## src/rtl/pwroff_pkg.sv

```systemverilog
// Shared offsets, bit positions and state type for the power-off controller.
package pwroff_pkg;
    localparam int OFS_MATCH_BASE = 'h80;
    localparam int OFS_STRIDE     = 4;
    localparam int OFS_STATUS     = 'h44;
    localparam int OFS_IRQ_EN     = 'h48;
    localparam int OFS_PIN_CTL    = 'h98;
    localparam int FLAG_BIT       = 7;
    localparam int IE_LO          = 2;
    localparam int IE_HI          = 4;
    localparam int IE_W           = IE_HI - IE_LO + 1;
    localparam int IE_OFF_IDX     = IE_HI - IE_LO;
    localparam int PIN_CTL_BIT    = 16;

    typedef enum logic {
        PIN_ON  = 1'b0,
        PIN_OFF = 1'b1
    } pin_state_e;
endpackage

```

## src/rtl/pwroff_match.sv

```systemverilog
// Match-field bank: one writable BCD register per calendar field, compared
// against the live time vector. Assumes time_bcd is stable in the tick cycle.
module pwroff_match #(
    parameter int N_FIELDS = 6,
    parameter int FIELD_W  = 8,
    parameter int ADDR_W   = 8
) (
    input  logic                         clk,
    input  logic                         rst_n,
    input  logic                         wr_en,
    input  logic [ADDR_W-1:0]            addr,
    input  logic [FIELD_W-1:0]           wfield,
    input  logic                         sec_tick,
    input  logic [N_FIELDS*FIELD_W-1:0]  time_vec,
    output logic [N_FIELDS*FIELD_W-1:0]  fields_q,
    output logic                         hit
);
    import pwroff_pkg::*;

    logic [N_FIELDS-1:0] eq;

    for (genvar i = 0; i < N_FIELDS; i++) begin : g_field
        localparam logic [ADDR_W-1:0] FADDR = ADDR_W'(OFS_MATCH_BASE + OFS_STRIDE * i);

        // Hold one match field; loaded by a write to its own offset.
        always_ff @(posedge clk) begin
            if (!rst_n)
                fields_q[i*FIELD_W +: FIELD_W] <= '0;
            else if (wr_en && addr == FADDR)
                fields_q[i*FIELD_W +: FIELD_W] <= wfield;
        end

        // Per-field equality against the running time.
        assign eq[i] = (fields_q[i*FIELD_W +: FIELD_W] == time_vec[i*FIELD_W +: FIELD_W]);
    end

    // A match counts only on a seconds update with every field equal.
    assign hit = sec_tick && (&eq);
endmodule

```

## src/rtl/pwroff_regs.sv

```systemverilog
// Control and status: interrupt enables, pin-control grant and the sticky
// match flag (write-1-to-clear, set wins). Assumes one write per cycle.
module pwroff_regs #(
    parameter int ADDR_W = 8,
    parameter int DATA_W = 32
) (
    input  logic                        clk,
    input  logic                        rst_n,
    input  logic                        wr_en,
    input  logic [ADDR_W-1:0]           addr,
    input  logic [DATA_W-1:0]           wdata,
    input  logic                        hit,
    output logic                        flag_q,
    output logic [pwroff_pkg::IE_W-1:0] ie_q,
    output logic                        pin_ctl_q
);
    import pwroff_pkg::*;

    localparam logic [ADDR_W-1:0] A_STATUS  = ADDR_W'(OFS_STATUS);
    localparam logic [ADDR_W-1:0] A_IRQ_EN  = ADDR_W'(OFS_IRQ_EN);
    localparam logic [ADDR_W-1:0] A_PIN_CTL = ADDR_W'(OFS_PIN_CTL);

    logic unused_wdata;
    assign unused_wdata = ^wdata;

    // Interrupt enable group: all three bits replaced by one write.
    always_ff @(posedge clk) begin
        if (!rst_n)
            ie_q <= '0;
        else if (wr_en && addr == A_IRQ_EN)
            ie_q <= wdata[IE_HI:IE_LO];
    end

    // Pin-control grant bit.
    always_ff @(posedge clk) begin
        if (!rst_n)
            pin_ctl_q <= 1'b0;
        else if (wr_en && addr == A_PIN_CTL)
            pin_ctl_q <= wdata[PIN_CTL_BIT];
    end

    // Sticky match flag: a match overrides a same-cycle clear.
    always_ff @(posedge clk) begin
        if (!rst_n)
            flag_q <= 1'b0;
        else if (hit)
            flag_q <= 1'b1;
        else if (wr_en && addr == A_STATUS && wdata[FLAG_BIT])
            flag_q <= 1'b0;
    end
endmodule

```

## src/rtl/pwroff_pin_fsm.sv

```systemverilog
// Power-enable pin state: ON after reset, OFF on a granted match, back ON
// only on a wake event. Wake has priority over a simultaneous match.
module pwroff_pin_fsm (
    input  logic clk,
    input  logic rst_n,
    input  logic hit,
    input  logic pin_ctl,
    input  logic wake_evt,
    output logic pwr_en
);
    import pwroff_pkg::*;

    pin_state_e state_q, state_d;

    // Next-state selection.
    always_comb begin
        state_d = state_q;
        unique case (state_q)
            PIN_ON:  if (!wake_evt && hit && pin_ctl) state_d = PIN_OFF;
            PIN_OFF: if (wake_evt)                   state_d = PIN_ON;
            default: state_d = PIN_ON;
        endcase
    end

    // State register.
    always_ff @(posedge clk) begin
        if (!rst_n) state_q <= PIN_ON;
        else        state_q <= state_d;
    end

    assign pwr_en = (state_q == PIN_ON);
endmodule

```

## src/rtl/pwroff_ctrl.sv

```systemverilog
// Top of the alarm power-off controller: match bank, control registers,
// pin state machine and the read-data mux. Assumes the calendar supplies
// time_bcd and a one-cycle sec_tick.
module pwroff_ctrl #(
    parameter int N_FIELDS = 6,
    parameter int FIELD_W  = 8,
    parameter int ADDR_W   = 8,
    parameter int DATA_W   = 32
) (
    input  logic                        clk,
    input  logic                        rst_n,
    input  logic                        sec_tick,
    input  logic [N_FIELDS*FIELD_W-1:0] time_bcd,
    input  logic                        wake_evt,
    input  logic                        bus_wr,
    input  logic [ADDR_W-1:0]           bus_addr,
    input  logic [DATA_W-1:0]           bus_wdata,
    output logic [DATA_W-1:0]           bus_rdata,
    output logic                        pwr_en,
    output logic                        off_irq
);
    import pwroff_pkg::*;

    localparam int VEC_W = N_FIELDS * FIELD_W;

    logic [VEC_W-1:0] fields_q;
    logic             hit;
    logic             flag_q;
    logic [IE_W-1:0]  ie_q;
    logic             pin_ctl_q;

    pwroff_match #(
        .N_FIELDS (N_FIELDS),
        .FIELD_W  (FIELD_W),
        .ADDR_W   (ADDR_W)
    ) u_match (
        .clk      (clk),
        .rst_n    (rst_n),
        .wr_en    (bus_wr),
        .addr     (bus_addr),
        .wfield   (bus_wdata[FIELD_W-1:0]),
        .sec_tick (sec_tick),
        .time_vec (time_bcd),
        .fields_q (fields_q),
        .hit      (hit)
    );

    pwroff_regs #(
        .ADDR_W (ADDR_W),
        .DATA_W (DATA_W)
    ) u_regs (
        .clk       (clk),
        .rst_n     (rst_n),
        .wr_en     (bus_wr),
        .addr      (bus_addr),
        .wdata     (bus_wdata),
        .hit       (hit),
        .flag_q    (flag_q),
        .ie_q      (ie_q),
        .pin_ctl_q (pin_ctl_q)
    );

    pwroff_pin_fsm u_pin (
        .clk      (clk),
        .rst_n    (rst_n),
        .hit      (hit),
        .pin_ctl  (pin_ctl_q),
        .wake_evt (wake_evt),
        .pwr_en   (pwr_en)
    );

    // Interrupt: latched flag gated by its enable bit.
    assign off_irq = flag_q && ie_q[IE_OFF_IDX];

    // Read-data mux; unmapped offsets and reserved bits return zero.
    always_comb begin
        bus_rdata = '0;
        if (bus_addr == ADDR_W'(OFS_STATUS))  bus_rdata[FLAG_BIT]    = flag_q;
        if (bus_addr == ADDR_W'(OFS_IRQ_EN))  bus_rdata[IE_HI:IE_LO] = ie_q;
        if (bus_addr == ADDR_W'(OFS_PIN_CTL)) bus_rdata[PIN_CTL_BIT] = pin_ctl_q;
        for (int i = 0; i < N_FIELDS; i++) begin
            if (bus_addr == ADDR_W'(OFS_MATCH_BASE + OFS_STRIDE * i))
                bus_rdata[FIELD_W-1:0] = fields_q[i*FIELD_W +: FIELD_W];
        end
    end
endmodule

```

## config.mk

```make
export PLATFORM = sky130hd
export DESIGN_NAME = pwroff_ctrl
export DESIGN_NICKNAME = d
export VERILOG_FILES = /design/src/rtl/pwroff_pkg.sv /design/src/rtl/pwroff_match.sv /design/src/rtl/pwroff_regs.sv /design/src/rtl/pwroff_pin_fsm.sv /design/src/rtl/pwroff_ctrl.sv
export SDC_FILE = /design/constraint.sdc
export NUM_CORES = 1
export LEC_CHECK = 0
export BUFFER_PORTS_ARGS = -buffer_cell sky130_fd_sc_hd__buf_2
export CAP_MARGIN = 10
export CORE_ASPECT_RATIO = 0.9
export CORE_MARGIN = 1
export CORE_UTILIZATION = 44
export CTS_BUF_LIST = sky130_fd_sc_hd__clkbuf_8 sky130_fd_sc_hd__clkbuf_16
export DETAILED_ROUTE_END_ITERATION = 6
export GPL_ROUTABILITY_DRIVEN = 0
export GPL_TIMING_DRIVEN = 0
export HOLD_SLACK_MARGIN = 0.12
export PLACE_DENSITY = 0.72
export SETUP_SLACK_MARGIN = 0.4
export SLEW_MARGIN = 30
export SYNTH_ARGS = -nofsm -noshare
export SYNTH_HDL_FRONTEND = slang
export SYNTH_SLANG_ARGS = --single-unit
export TNS_END_PERCENT = 100
```

## constraint.sdc

```tcl
create_clock -name clk -period 1.43 [get_ports clk]
set_clock_uncertainty 0.05 [all_clocks]
set_input_delay 0.0715 -clock clk [delete_from_list [all_inputs] [get_ports clk]]
set_output_delay 0.0715 -clock clk [all_outputs]
set_load 0.005 [all_outputs]
```

; ---- Word level (Yosys, flattened, before mapping)
; Index checks and enable logic that the tools add are counted.
[op_classes]
eq_ne = 15
mux = 14
n_bitwise = 1
reduce_logical = 17
[op_table]
columns = cell, n
row1 = "equality test 8 bit, second input constant", 7
row2 = equality test 8 bit, 6
row3 = 2-to-1 mux 8 bit, 6
row4 = "equality test 8 x 7 -> 1 bit, second input constant", 2
row5 = logical AND 1 bit, 14
row6 = 2-to-1 mux 1 bit, 6
row7 = AND reduction 6 bit, 1
row8 = 2-to-1 mux 3 bit, 1
row9 = one-hot mux 1 bit (2 select lines), 1
row10 = nonzero test 2 bit, 1
row11 = zero test 1 bit, 1
row12 = NOT 1 bit, 1
[word_totals]
ff_bits = 54
in_bits = 93
output_inout_bits = 34
elab_cells = 57

; ---- Longest topological paths before layout
[depth]
ltp_word = 8
ltp_mapped = 7
ltp_nobuf = 5

; ---- Modules after synthesis
; From an unflattened synthesis, not the netlist that was laid out.
[unflattened]
cells_unflattened = 402
hier_area_um2 = 3555.9
[by_module_without_submodules]
columns = module, n_inst, cells_each, area_each_um2
row1 = pwroff_match, 1, 243, 2424.8
row2 = pwroff_ctrl, 1, 127, 827.0
row3 = pwroff_regs, 1, 28, 262.8
row4 = pwroff_pin_fsm, 1, 4, 41.3

; ---- Worst setup path before layout
; No wires, ideal clock.
[synth_timing]
path_type = input-to-output
startpoint = input port bus_addr[5]
endpoint = output port bus_rdata[7]
arrival_ns = 1.378
slack_ns = -0.069
path_stages = 6
cell_sequence = or4b_1 > buf_2 > a2111oi_1 > a221oi_1 > a21oi_1 > a21o_1
[synth_between]
elab_chain_cells = 8
elab_cells_between_ends = 14
[synth_rtl]
columns = item, line_no
row1 = "start, declared", pwroff_ctrl.sv:16  ; input logic [ADDR_W-1:0] bus_addr,
row2 = equality test 8 x 7 -> 1 bit, pwroff_ctrl.sv:78  ; if (bus_addr == ADDR_W'(OFS_STATUS)) bus_rdata[FLAG_BIT] = flag_q;
row3 = 2-to-1 mux 1 bit, pwroff_ctrl.sv:78
row4 = 2-to-1 mux 8 bit (5 in series), pwroff_ctrl.sv:82  ; if (bus_addr == ADDR_W'(OFS_MATCH_BASE + OFS_STRIDE * i))
row5 = 2-to-1 mux 8 bit *, pwroff_ctrl.sv:82
row6 = "end, declared", pwroff_ctrl.sv:18  ; output logic [DATA_W-1:0] bus_rdata,
; Mark *: on every way between the ends. The rest lies on a longest branch, timed or not.

; ---- Worst setup path in the final report
[layout_timing]
startpoint = input port bus_addr[6]
endpoint = output port bus_rdata[6]
[layout_between]
elab_chain_cells = 7
elab_cells_between_ends = 12
[layout_rtl]
columns = item, line_no
row1 = equality test 8 bit, pwroff_ctrl.sv:82
row2 = 2-to-1 mux 8 bit (5 in series), pwroff_ctrl.sv:82
row3 = 2-to-1 mux 8 bit *, pwroff_ctrl.sv:82
; Marked as above.

==> flow_metrics.env <==
export IMPL_p_total_mw=2.93
export IMPL_slowest_stage="or4b_4"
export IMPL_final_min_clock_period_ps=1850
export IMPL_syn_inst=420
export IMPL_drv_cap=0
export IMPL_synth_area_um2=3460
export IMPL_drtPass1Iterations=6
export IMPL_drc_errors=0
export IMPL_layout_commonest_cell="buf_2"
export IMPL_numCtsBuffers=5
export IMPL_clk_pin_slew_ps=100
export IMPL_reg2reg_slack_ps=-220
export IMPL_antenna_found_initial=0
export IMPL_drt_antenna_violating_nets=0
export IMPL_clk_latency_ps=310
export IMPL_crit_buf_inv=4
export IMPL_chipHeight_um=86.1
export IMPL_fmax_ghz=0.541
export IMPL_r2r_end="u_pin.state_q"
export IMPL_final_period_utilization=1.29
export IMPL_worstSetupEndpointType="output pin"
export IMPL_start_util=0.456
export IMPL_violations="negative setup slack"
export IMPL_seq_area_frac_synth=0.313
export IMPL_synthTopCellsByArea="dfxtp_1, xnor2_1, nand3_1, buf_4, nand2_1"
export IMPL_io_buffers=78
export IMPL_synth_simple_area_share=0.265
export IMPL_ys_warn_count=0
export IMPL_grt_max_degree=16
export IMPL_grt_pass1_vias=3774
export IMPL_track_usage=0.321
export IMPL_layout_area_overhead_vs_synth_pct=51.9
export IMPL_synth_seq_cells=54
export IMPL_dp_cells=616
export IMPL_nNetsFinal=666
export IMPL_core_area_um2=7580
export IMPL_layout_common_cells="buf_2, buf_4, dfxtp_1, buf_6, a21boi_1"
export IMPL_clockBufferDepth=2
export IMPL_multi_input_area_um2=2610
export IMPL_rr_worst_depth=5
export IMPL_cp_required_ps=1310
export IMPL_synth_distinct_cells=57
export IMPL_vias_per_cell=6.05
export IMPL_peakVddDrop_v=0.000365
export IMPL_yosys_most_used_dff="dfxtp_1"
export IMPL_reg2reg_from="u_match.fields_q[7]"
export IMPL_drt_total_wl_mm=14.1
export IMPL_drtIter0Drc=470
export IMPL_fin_ws_ps=-418
export IMPL_cp_common_cell="buf_8"
export IMPL_post_route_util=0.692
export IMPL_holdPathStages=6
export IMPL_seq_area_um2=1110
export IMPL_dp_final_hpwl_mm=8.94
export IMPL_whs_endpoint="u_pin.state_q"
export IMPL_synthXorXnorAreaFrac=0.0735
export IMPL_power_density_nw_per_um2=557
export IMPL_fillers=562
export IMPL_critPathMaxFanout=5
export IMPL_synth_top_family_by_area="simple AND/OR/NAND/NOR gates"
export IMPL_crit_arrival_ps=1730
export IMPL_power_leakage_nw=2.15
export IMPL_yosys_area_top_type="dfxtp_1"
export IMPL_crit_family="simple AND/OR/NAND/NOR gates"
export IMPL_synth_adder_area_share=0
export IMPL_instances_no_fill=669
export IMPL_drv_slew=0
export IMPL_holdWs_ps=142
export IMPL_synth_top_area_share=0.313
export IMPL_async_flop_share=0
export IMPL_hold_class="input port to flip-flop"
export IMPL_worstPathCellList="buf_8 -> or4b_4 -> buf_8 -> nor3_4 -> buf_6 -> nand2_2 -> a22oi_2 -> a21o_1 -> buf_2"
export IMPL_wl_per_cell_um=21.0
export IMPL_vias=4049
export IMPL_slew_headroom=0.537
export IMPL_avgSynthCellArea_um2=8.23
export IMPL_io_pins=127
export IMPL_synthMuxAreaShare=0.0558
export IMPL_cts_sinks=54
export IMPL_critPathLaunchType="input port"
export IMPL_die_x_um=95.4
export IMPL_htreeDepth=2
export IMPL_synth_compound_area_frac=0.191
export IMPL_drive_above_1_share=0.471
export IMPL_fp_row_count=30
export IMPL_cp_slowest_stage_delay_ps=530
export IMPL_die_area_um2=8210
export IMPL_min_delay_start="time_bcd[40]"
export IMPL_rsz0062_at_grt="yes"
export IMPL_setup_violations_final=34
export IMPL_grt_pass1_wl_mm=19.6
export IMPL_synth_edf_count=0
export IMPL_cts_tree="done"
export IMPL_status="finished, violations left"
export IMPL_worstMarginPinSlew_ps=695
export IMPL_crit_type="input port to output pin"
export IMPL_antenna_cells=0
export IMPL_grt_overflow=0
export IMPL_cts_root_buf="clkbuf_8"
export IMPL_hold_viol_final=0
-- Yosys cell counts, drive strengths merged, types with 2 or more instances --
cell type  number
nand4           7
a22o            7
or4b            4
nand3          40
nand2          50
a221oi          5
a21oi           5
dfxtp          54
nor4b           3
a21o            4
nor4            6
nand2b          5
inv            21
mux2            2
a2111oi         2
xor2            6
mux2i          17
nor2           14
nor3            4
o22ai           8
a21boi         35
buf            32
o21ai           5
a2bb2oi         2
and2            2
clkbuf         11
a22oi           6
xnor2          23
nor2b          24
-- where the power goes --
part / switching, mW / internal [mW] / leakage (nW)
logic: 0.305 / 0.283 / 1.66
registers: 0.00247 / 1.50 / 0.444
clock network: 0.509 / 0.331 / 0.0414
-- worst min-delay path, cell delays in order --
cell	delay, ps
buf_2	90
xnor2_1	60
nand4_1	60
nor2_1	60
nand2_1	60
o31ai_1	60
-- routing by layer --
| layer | track usage | share of wire | up-vias |
|---|---|---|---|
| met5 | 0.0192 | 0 | - |
| met4 | 0.171 | 0.078 | 0 |
| met3 | 0.0727 | 0.12 | 114 |
| met2 | 0.523 | 0.46 | 337 |
| met1 | 0.389 | 0.35 | 1851 |
| li1 | - | - | 1747 |
-- repair_timing --
item,CTS,global route
endpoints found under the setup margin,64,64
gates cloned,0,0
hold endpoints to repair,44,0
gates resized for setup,94,64
hold buffers,10,0
setup buffers,28,8
pin swaps,32,39
-- logic make-up (layout without fill, tap and decap cells) --
kind of cell,count (synthesis),count (layout)
muxes,19,19
other,1,23
and+or+nand+nor,165,165
xor gates and xnor gates,29,29
DFF,54,54
AOI/OAI and AO/OA,88,88
buffers and inverters,64,195
-- stage by stage --
step,worst slack [ps],setup TNS (ps),cell area (µm²)
4_1_cts,-412,-3900,4920
2_1_floorplan,3.13,0,3690
3_3_place_gp,-620,-19830,4200
3_5_place_dp,-624,-21640,4200
6_report,-418,-6740,5250
5_1_grt,-478,-8230,5250
-- final cells by class --
cell class	count	area share
Buffer	43	0.0639
Clock buffer	5	0.0131
Timing Repair Buffer	124	0.174
Multi-Input combinational cell	324	0.497
Sequential cell	54	0.211
Inverter	21	0.0150
Clock inverter	2	0.00214
Tap cell	96	0.0229
-- sequential cells by signal (all words and copies together) (netlist names) --
name	count
u_regs.flag_q	1
u_regs.ie_q	3
u_regs.pin_ctl_q	1
u_pin.state_q	1
u_match.fields_q	48
-- worst max path at each step --
| stage | start | to | slack [ps] | cells past startpoint |
|---|---|---|---|---|
| floorplan | bus_addr[5] | bus_rdata[7] | 3 | 6 |
| global placement | bus_addr[0] | bus_rdata[2] | -620 | 8 |
| detailed placement | bus_addr[5] | u_match.fields_q[7] | -620 | 5 |
| CTS | u_match.fields_q[7] | bus_rdata[7] | -410 | 6 |
| global route | bus_addr[2] | bus_rdata[6] | -480 | 9 |
| finish | bus_addr[6] | bus_rdata[6] | -420 | 9 |
No activity file was read; power rests on OpenSTA's default activity.
